$ cat src/rtl/dma_err_pkg.sv
package dma_err_pkg;

   typedef enum logic [2:0] {
      ST_IDLE      = 3'd0,
      ST_WAIT      = 3'd1,
      ST_WAIT_LAST = 3'd2,
      ST_EMIT      = 3'd3,
      ST_FLUSH     = 3'd4
   } eh_state_e;

   typedef enum logic {
      DEC_GO   = 1'b0,
      DEC_STOP = 1'b1
   } eh_dec_e;

endpackage

$ cat src/rtl/dma_err_meta_fifo.sv
module dma_err_meta_fifo #(
   parameter int DEPTH = 4,
   parameter int AW    = 16
) (
   input  logic          clk_i,
   input  logic          rst_ni,
   input  logic          clear_i,
   input  logic          push_i,
   input  logic [AW-1:0] data_i,
   input  logic          pop_i,
   output logic [AW-1:0] head_o,
   output logic          full_o,
   output logic          empty_o
);
   localparam int PW = (DEPTH > 1) ? $clog2(DEPTH) : 1;
   localparam int CW = $clog2(DEPTH + 1);

   initial begin
      assert (DEPTH >= 2) else $error("DEPTH must be at least 2");
      assert (AW >= 1) else $error("AW must be at least 1");
   end

   logic [AW-1:0] mem [DEPTH];
   logic [PW-1:0] wr_ptr, rd_ptr, wr_nxt, rd_nxt;
   logic [CW-1:0] count;
   logic          do_push, do_pop;

   assign full_o  = (count == CW'(DEPTH));
   assign empty_o = (count == '0);
   assign do_push = push_i && !full_o && !clear_i;
   assign do_pop  = pop_i && !empty_o && !clear_i;
   assign head_o  = mem[rd_ptr];

   generate
      if ((1 << PW) == DEPTH) begin : g_pow2
         assign wr_nxt = wr_ptr + PW'(1);
         assign rd_nxt = rd_ptr + PW'(1);
      end else begin : g_wrap
         assign wr_nxt = (wr_ptr == PW'(DEPTH - 1)) ? '0 : wr_ptr + PW'(1);
         assign rd_nxt = (rd_ptr == PW'(DEPTH - 1)) ? '0 : rd_ptr + PW'(1);
      end
   endgenerate

   always_ff @(posedge clk_i) begin
      if (do_push) mem[wr_ptr] <= data_i;
   end

   always_ff @(posedge clk_i) begin
      if (!rst_ni || clear_i) begin
         wr_ptr <= '0;
         rd_ptr <= '0;
         count  <= '0;
      end else begin
         if (do_push) wr_ptr <= wr_nxt;
         if (do_pop)  rd_ptr <= rd_nxt;
         if (do_push && !do_pop)      count <= count + CW'(1);
         else if (do_pop && !do_push) count <= count - CW'(1);
      end
   end

   assert_no_overflow_R2: assert property (@(posedge clk_i) disable iff (!rst_ni)
      count <= CW'(DEPTH));

   assert_pop_nonempty_R3: assert property (@(posedge clk_i) disable iff (!rst_ni)
      pop_i |-> !empty_o);

   assert_full_blocks_R2: assert property (@(posedge clk_i) disable iff (!rst_ni)
      (full_o && !pop_i && !clear_i) |=> full_o);

endmodule

$ cat src/rtl/dma_err_fsm.sv
module dma_err_fsm
   import dma_err_pkg::*;
#(
   parameter int AW = 16
) (
   input  logic          clk_i,
   input  logic          rst_ni,
   input  logic          take_i,
   input  logic          rsp_is_write_i,
   input  logic          rsp_err_i,
   input  logic          rsp_last_i,
   input  logic [AW-1:0] head_addr_i,
   input  logic          dec_valid_i,
   input  logic          dec_i,
   input  logic          flush_done_i,
   output logic          idle_o,
   output logic          extra_rsp_o,
   output logic          flush_o,
   output logic          clear_o,
   output logic          err_valid_o,
   output logic          err_is_write_o,
   output logic [AW-1:0] err_addr_o
);
   eh_state_e st, st_nxt;
   eh_dec_e   dec;
   logic      hit_err;

   assign dec     = eh_dec_e'(dec_i);
   assign hit_err = (st == ST_IDLE) && take_i && rsp_err_i;

   always_comb begin
      st_nxt  = st;
      clear_o = 1'b0;
      unique case (st)
         ST_IDLE: begin
            if (hit_err) st_nxt = (rsp_is_write_i && rsp_last_i) ? ST_WAIT_LAST : ST_WAIT;
         end
         ST_WAIT: begin
            if (dec_valid_i) st_nxt = (dec == DEC_STOP) ? ST_FLUSH : ST_IDLE;
         end
         ST_WAIT_LAST: begin
            if (dec_valid_i) st_nxt = (dec == DEC_STOP) ? ST_FLUSH : ST_EMIT;
         end
         ST_EMIT: st_nxt = ST_IDLE;
         ST_FLUSH: begin
            if (flush_done_i) begin
               st_nxt  = ST_IDLE;
               clear_o = 1'b1;
            end
         end
         default: st_nxt = ST_IDLE;
      endcase
   end

   always_ff @(posedge clk_i) begin
      if (!rst_ni) begin
         st             <= ST_IDLE;
         err_valid_o    <= 1'b0;
         err_is_write_o <= 1'b0;
         err_addr_o     <= '0;
      end else begin
         st          <= st_nxt;
         err_valid_o <= hit_err;
         if (hit_err) begin
            err_is_write_o <= rsp_is_write_i;
            err_addr_o     <= head_addr_i;
         end
      end
   end

   assign idle_o      = (st == ST_IDLE);
   assign extra_rsp_o = (st == ST_EMIT);
   assign flush_o     = (st == ST_FLUSH);

   assert_err_pulse_R4: assert property (@(posedge clk_i) disable iff (!rst_ni)
      err_valid_o |=> !err_valid_o);

   assert_hold_wait_R6: assert property (@(posedge clk_i) disable iff (!rst_ni)
      (st == ST_WAIT && !dec_valid_i) |=> (st == ST_WAIT));

   assert_hold_last_R7: assert property (@(posedge clk_i) disable iff (!rst_ni)
      (st == ST_WAIT_LAST && !dec_valid_i) |=> (st == ST_WAIT_LAST));

   assert_extra_once_R7: assert property (@(posedge clk_i) disable iff (!rst_ni)
      extra_rsp_o |=> !extra_rsp_o);

   assert_flush_hold_R8: assert property (@(posedge clk_i) disable iff (!rst_ni)
      (flush_o && !flush_done_i) |=> flush_o);

   assert_idle_dec_R10: assert property (@(posedge clk_i) disable iff (!rst_ni)
      (idle_o && !(take_i && rsp_err_i)) |=> idle_o);

endmodule

$ cat src/rtl/dma_err_ctrl.sv
module dma_err_ctrl #(
   parameter int DEPTH = 4,
   parameter int AW    = 16
) (
   input  logic          clk_i,
   input  logic          rst_ni,
   input  logic          meta_push_i,
   input  logic [AW-1:0] meta_addr_i,
   output logic          meta_ready_o,
   input  logic          rsp_valid_i,
   output logic          rsp_ready_o,
   input  logic          rsp_is_write_i,
   input  logic          rsp_err_i,
   input  logic          rsp_last_i,
   output logic          err_valid_o,
   output logic          err_is_write_o,
   output logic [AW-1:0] err_addr_o,
   input  logic          dec_valid_i,
   input  logic          dec_i,
   output logic          extra_rsp_o,
   output logic          flush_o,
   input  logic          flush_done_i
);
   logic          full, empty, idle, take, clear;
   logic [AW-1:0] head;

   assign meta_ready_o = !full;
   assign rsp_ready_o  = idle && !empty;
   assign take         = rsp_valid_i && rsp_ready_o;

   dma_err_meta_fifo #(.DEPTH(DEPTH), .AW(AW)) u_fifo (
      .clk_i   (clk_i),
      .rst_ni  (rst_ni),
      .clear_i (clear),
      .push_i  (meta_push_i),
      .data_i  (meta_addr_i),
      .pop_i   (take),
      .head_o  (head),
      .full_o  (full),
      .empty_o (empty)
   );

   dma_err_fsm #(.AW(AW)) u_fsm (
      .clk_i          (clk_i),
      .rst_ni         (rst_ni),
      .take_i         (take),
      .rsp_is_write_i (rsp_is_write_i),
      .rsp_err_i      (rsp_err_i),
      .rsp_last_i     (rsp_last_i),
      .head_addr_i    (head),
      .dec_valid_i    (dec_valid_i),
      .dec_i          (dec_i),
      .flush_done_i   (flush_done_i),
      .idle_o         (idle),
      .extra_rsp_o    (extra_rsp_o),
      .flush_o        (flush_o),
      .clear_o        (clear),
      .err_valid_o    (err_valid_o),
      .err_is_write_o (err_is_write_o),
      .err_addr_o     (err_addr_o)
   );

   assert_busy_closed_R5: assert property (@(posedge clk_i) disable iff (!rst_ni)
      (err_valid_o || flush_o || extra_rsp_o) |-> !rsp_ready_o);

   assert_clear_empties_R8: assert property (@(posedge clk_i) disable iff (!rst_ni)
      (flush_o && flush_done_i) |=> !rsp_ready_o);

endmodule

$ cat config.mk
export PLATFORM = sky130hd
export DESIGN_NAME = dma_err_ctrl
export DESIGN_NICKNAME = d
export VERILOG_FILES = /design/src/rtl/dma_err_pkg.sv /design/src/rtl/dma_err_meta_fifo.sv /design/src/rtl/dma_err_fsm.sv /design/src/rtl/dma_err_ctrl.sv
export SDC_FILE = /design/constraint.sdc
export NUM_CORES = 1
export LEC_CHECK = 0
export BUFFER_PORTS_ARGS = -buffer_cell sky130_fd_sc_hd__buf_2
export CAP_MARGIN = 10
export CELL_PAD_IN_SITES_DETAIL_PLACEMENT = 0
export CELL_PAD_IN_SITES_GLOBAL_PLACEMENT = 1
export CORE_MARGIN = 10
export CORE_UTILIZATION = 48
export CTS_CLUSTER_DIAMETER = 50
export DETAILED_ROUTE_END_ITERATION = 12
export GPL_ROUTABILITY_DRIVEN = 1
export GPL_TIMING_DRIVEN = 0
export PLACE_DENSITY_LB_ADDON = 0.1
export SETUP_SLACK_MARGIN = 0.05
export SLEW_MARGIN = 0
export SYNTH_ARGS = -nofsm -noshare
export SYNTH_HDL_FRONTEND = slang
export SYNTH_SLANG_ARGS = --single-unit
$ cat constraint.sdc
create_clock -name clk_i -period 2.7 [get_ports clk_i]
set_input_delay 0.54 -clock clk_i [delete_from_list [all_inputs] [get_ports clk_i]]
set_output_delay 0.54 -clock clk_i [all_outputs]
set_load 0.02 [all_outputs]
# After elaboration in Yosys (flattened, before gate mapping)
# Memories as Yosys holds them, arrays and structs flattened. A register that Yosys moved wholly into a read port is not among the register bits.
# Index checks and enable logic that the tools add are counted.
# Widths: inputs -> output; s select.
classes:
  add_sub_neg: 4
  eq_ne: 9
  n_mux: 14
  n_reduce_logical: 23
ops:
  columns: ["operator", "n"]
  rows:
  - ["$mux 3", 8]
  - ["$pmux 3 s4", 1]
  - ["$logic_and 1x1->1", 11]
  - ["$logic_not 1->1", 7]
  - ["$eq 3x2->1 const B", 2]
  - ["$eq 3x3->1 const B", 2]
  - ["$logic_not 3->1", 2]
  - ["$add 2x1->2 const B", 2]
  - ["$mux 1", 4]
  - ["$ne 2x1->1 const B", 2]
  - ["$ne 2x2->1 const B", 2]
  - ["$reduce_and 4->1", 1]
  - ["$add 3x1->3 const B", 1]
  - ["$eq 3x1->1 const B", 1]
  - ["$sub 3x1->3 const B", 1]
  - ["$mux 2", 1]
  - ["$reduce_bool 2->1", 1]
  - ["$logic_or 1x1->1", 1]
totals:
  reg_bits: 12
  ramBits: 64
  in_bits: 26
  output_inout_bits: 22
  elab_cells: 57
  memories: 1
mem_list:
  columns: ["memory", "words", "word_bits", "read_ports", "rd_clocked_by_memory_dff", "wr", "line_no", "text"]
  rows:
  - ["u_fifo.mem", 4, 16, 1, 1, 1, "dma_err_meta_fifo.sv:23", "logic [AW-1:0] mem [DEPTH];"]

# Depth between registers and ports, before layout
logic_depth:
  depth_word: 9
  mapped_depth: 10
  mapped_depth_nobuf: 10

# Cells and area by module
# Synthesis repeated with hierarchy kept, for this count alone.
unflattened:
  hier_cells: 248
  area_unflattened_um2: 3822.4
modules_own_cells:
  columns: ["module", "instances", "cells_each", "area_each_um2", "seq_area_each_um2"]
  rows:
  - ["dma_err_meta_fifo", 1, 138, 2825.2, 2102.0]
  - ["dma_err_fsm", 1, 107, 978.4, 420.4]
  - ["dma_err_ctrl", 1, 3, 18.8, 0.0]

# Worst setup path after synthesis
# Ideal clock, no wire load.
synth_timing:
  path_kind: "reg2reg"
  start: "register u_fsm.st[2]"
  end: "register u_fifo.count[1]"
  setup_ps: 120
  t_arrival_ps: 2267
  required_time_ps: 2580
  slack_ps: 313
  path_stages_with_launch: 8
  n_path_buf: 0
  synth_period_minus_slack_ps: 2387
  cell_sequence: "dfxtp_1 nor3b_1 a21oi_1 ha_1 inv_1 fa_1 mux2i_1 nor2_1"
synth_via:
  elab_cells_between_ends: 16
  classes_between: "eq/ne: 1; mux: 2; reduce/logical: 13"
synth_rtl:
  columns: ["item", "line_no", "text"]
  rows:
  - ["start, declared", "dma_err_fsm.sv:24", "eh_state_e st, st_nxt;"]
  - ["start signal, assigned", "dma_err_fsm.sv:62", "st <= st_nxt;"]
  - ["$eq 3x3->1 (*)", null, null]
  - ["net flush_o", "dma_err_ctrl.sv:21", "output logic flush_o,"]
  - ["$mux 1 (*)", "dma_err_fsm.sv:34", "unique case (st)"]
  - ["$logic_not 1->1 (*)", "dma_err_meta_fifo.sv:30, dma_err_meta_fifo.sv:31", null]
  - ["$logic_and 1x1->1 (*)", "dma_err_meta_fifo.sv:30", "assign do_push = push_i && !full_o && !clear_i;"]
  - ["net u_fifo.do_push", "dma_err_meta_fifo.sv:26", "logic do_push, do_pop;"]
  - ["$logic_not 1->1", "dma_err_meta_fifo.sv:57", "else if (do_pop && !do_push) count <= count - CW'(1);"]
  - ["$logic_and 1x1->1", "dma_err_meta_fifo.sv:57", null]
  - ["$reduce_bool 2->1 (no line)", null, null]
  - ["end signal, assigned", "dma_err_meta_fifo.sv:56", "if (do_push && !do_pop) count <= count + CW'(1);"]
  - ["end signal, assigned", "dma_err_meta_fifo.sv:57", null]
  - ["end, declared", "dma_err_meta_fifo.sv:25", "logic [CW-1:0] count;"]
# The timed path passes the listed nets; every way through them passes the cells marked *.
# A chain may end at the register's enable or synchronous reset.

# Worst setup path in the final report
layout_timing:
  start: "register u_fifo.count[0]"
  end: "register u_fifo.count[2]"
layout_via:
  elab_cells_between_ends: 19
  classes_between: "add/sub: 2; eq/ne: 1; mux: 2; reduce/logical: 14"
layout_rtl:
  columns: ["item", "line_no", "text"]
  rows:
  - ["$eq 3x3->1 (*)", "dma_err_meta_fifo.sv:28", "assign full_o = (count == CW'(DEPTH));"]
  - ["$logic_not 1->1 (*)", "dma_err_meta_fifo.sv:30", null]
  - ["$logic_and 1x1->1 (*) (2 in a row)", "dma_err_meta_fifo.sv:30", null]
  - ["net u_fifo.do_push", "dma_err_meta_fifo.sv:26", null]
  - ["$logic_not 1->1", "dma_err_meta_fifo.sv:57", null]
  - ["$logic_and 1x1->1", "dma_err_meta_fifo.sv:57", null]
  - ["$reduce_bool 2->1 (no line)", null, null]
# The timed path passes the listed nets; every way through them passes the cells marked *. The select of a mux whose other input is x is not followed.

==> impl_metrics.ini <==
[placed_design]
gp_congestion = 0.698
post-place-ws_ps = 406
io_buffers = 47
dp_hpwl_um = 4560

[yosys]
synth-seq-cells = 92
synth.area.top_cells = edfxtp_1 52%, dfxtp_1 15%, mux4_1 5.6%
synth_flop_cell = edfxtp_1
syn_nets = 267
yosysWarnings = 0
synth_edf_count = 64
ys_async_sr_fraction = 0
yosysSeqAreaShare = 0.665
synthCells = 235
yosys.area.top_type_share = 0.515
synth_largest_area_cell = edfxtp_1
syn_avg_cell_area_um2 = 15.9
synth_cell_types = 35
syn_area_mm2 = 0.00373

[detailed_routing]
ant_nets = 0
drcViolationCount = 0
wl_per_cell_um = 16.8
dr_total_vias = 1992
dr.pass1.iters = 4
wl_um = 6710
drt_iter0_markers = 38
via_per_inst = 4.98

[worst_setup_path]
critPathMaxFanout = 5
path_class = reg -> reg
worst_setup_path_end_kind = register
r2r_cells = 10
crit_start = u_fifo.count[0]
rr_startpoint = u_fifo.count[0]
worstSetupStartpointType = register
cp.required_ps = 2940
r2r-end = u_fifo.count[2]
worstSetupEndpoint = u_fifo.count[2]
r2r_slack_ps = 440
cp.arrival_ps = 2500

[clock_tree]
clk_pin_slew_ps = 100
cts_setup_buffers = 0
numCtsBuffers = 9
clock-sinks = 92
cts_max_level = 3
clock-root-buffer = clkbuf_8
cts-resized-gates = 0
ctsLongestPathBuffers = 2
worst_skew_pair.late_latency_ps = 350
hold_buffers = 0
cts_tree = yes

[outcome]
status = finished clean

[timing]
finalHoldViolCount = 0
fmax_mhz = 442
min_period_ps = 2260
rsz0062_at_grt = no
worst_slack_ps = 435
worst_pin_slew_ps = 862
skew_ps = 16.6
setup_viol = 0
fin_crit_sh = 0.839
whs_ps = 405
slew_violations = 0
maxSlewHeadroom = 0.425
setup-tns-final_ps = 0

[finish]
fin_nets = 325
layout_common_cells = 64 x edfxtp_1, 47 x buf_2, 44 x nand2_1
drive_gt1_frac = 0.315
area_delta_synth_final_pct = 15.6
antenna_cells = 0
final_core_util = 0.564
nFillCells = 632
final_common_cell = edfxtp_1

[power]
power.total_mw = 3.86
p_leak_nw = 1.56
ir_drop_mv = 0.462
p_per_area_mw_per_mm2 = 895

[floorplanning]
pin_count = 48
die-area_mm2 = 0.0117
die_y_um = 108
core_region_area_mm2 = 0.00765
die_w_um = 108
initial_core_util = 0.488
placementRows = 32

[grt]
grt_pass1_vias = 2073
grt_pass1_wl_um = 10800
grt_max_degree = 17
globalRouteTotalUtil = 0.120
grt_overflow_total = 0
antenna_found_initial = 0

[flow_run]
drv_cap = 0

[worst_hold_path]
hp-class = in -> reg
==> flip-flops by register name, indices dropped and copies added (netlist names) <==
register	flops
u_fifo.rd_ptr	2
u_fsm.err_is_write_o	1
u_fsm.err_addr_o	16
u_fifo.count	3
u_fsm.st	3
u_fsm.err_valid_o	1
u_fifo.mem	64
u_fifo.wr_ptr	2
==> layer usage <==
metal / part of all wire / track usage / routed length, µm
met3: 0.051 / 0.0333 / 344
met4: 0.0088 / 0.0458 / 59
met5: 0 / 0 / 0
met2: 0.47 / 0.191 / 3180
met1: 0.47 / 0.153 / 3120
==> layout make-up <==
class	instances	area, µm²	area share
Tap cell	102	128	0.0296
Clock buffer	12	166	0.0386
Inverter	4	15.0	0.00348
Buffer	9	97.6	0.0226
Multi-Input combinational cell	130	1140	0.263
Timing Repair Buffer	47	235	0.0545
Sequential cell	92	2480	0.575
Clock inverter	4	53.8	0.0125
==> how the worst min path moves through the flow <==
stage          slack, ps                   to                 from  cells after the start
2_1_floorplan        470     u_fifo.wr_ptr[1]     u_fifo.wr_ptr[1]                      2
3_3_place_gp         450  u_fsm.err_addr_o[7]  u_fsm.err_addr_o[7]                      2
3_5_place_dp         460  u_fsm.err_addr_o[7]  u_fsm.err_addr_o[7]                      2
4_1_cts              390     u_fifo.mem[3][6]       meta_addr_i[6]                      1
5_1_grt              400     u_fifo.mem[3][8]       meta_addr_i[8]                      1
6_report             400     u_fifo.mem[3][8]       meta_addr_i[8]                      1
==> synth_stat cells (all sizes together), types with 2 or more instances <==
library cell	number
a21boi	17
a21oi	2
and2	6
buf	4
clkbuf	4
dfxtp	28
edfxtp	64
ha	5
inv	4
mux2i	3
mux4	16
nand2	44
nand3	4
nand3b	2
nand4	2
nor2	9
nor3	2
nor3b	3
o21ai	3
xnor2	3
xor2	4
==> power by group <==
group	switching (mW)	internal, mW
logic	0.586	0.500
registers	0.0899	1.71
clock network	0.462	0.513
==> critical path: stages (launching register included) <==
cell,delay [ps]
dfxtp_1,440
or3b_2,180
nand2_1,110
a21oi_1,300
ha_1,260
inv_1,60
fa_1,370
xor2_1,150
nor2_1,110
xnor2_1,130
nor2_1,50
==> cells by family after synthesis <==
kind of cell	Yosys count	share of synthesized area
mux	19	0.113
xor+xnor	7	0.0164
compound gates	23	0.0543
fa+ha+maj	6	0.0221
flops	92	0.665
simple gates	75	0.0989
buf+inv	13	0.0302
==> per-stage QoR <==
step                      instances  cell area [µm²]
after CTS                       400             4310
after global routing            400             4310
final                           400             4310
after floorplan                 235             3730
after detailed placement        384             4090
after global placement          384             4090
Power figures use the tool's default switching activity.
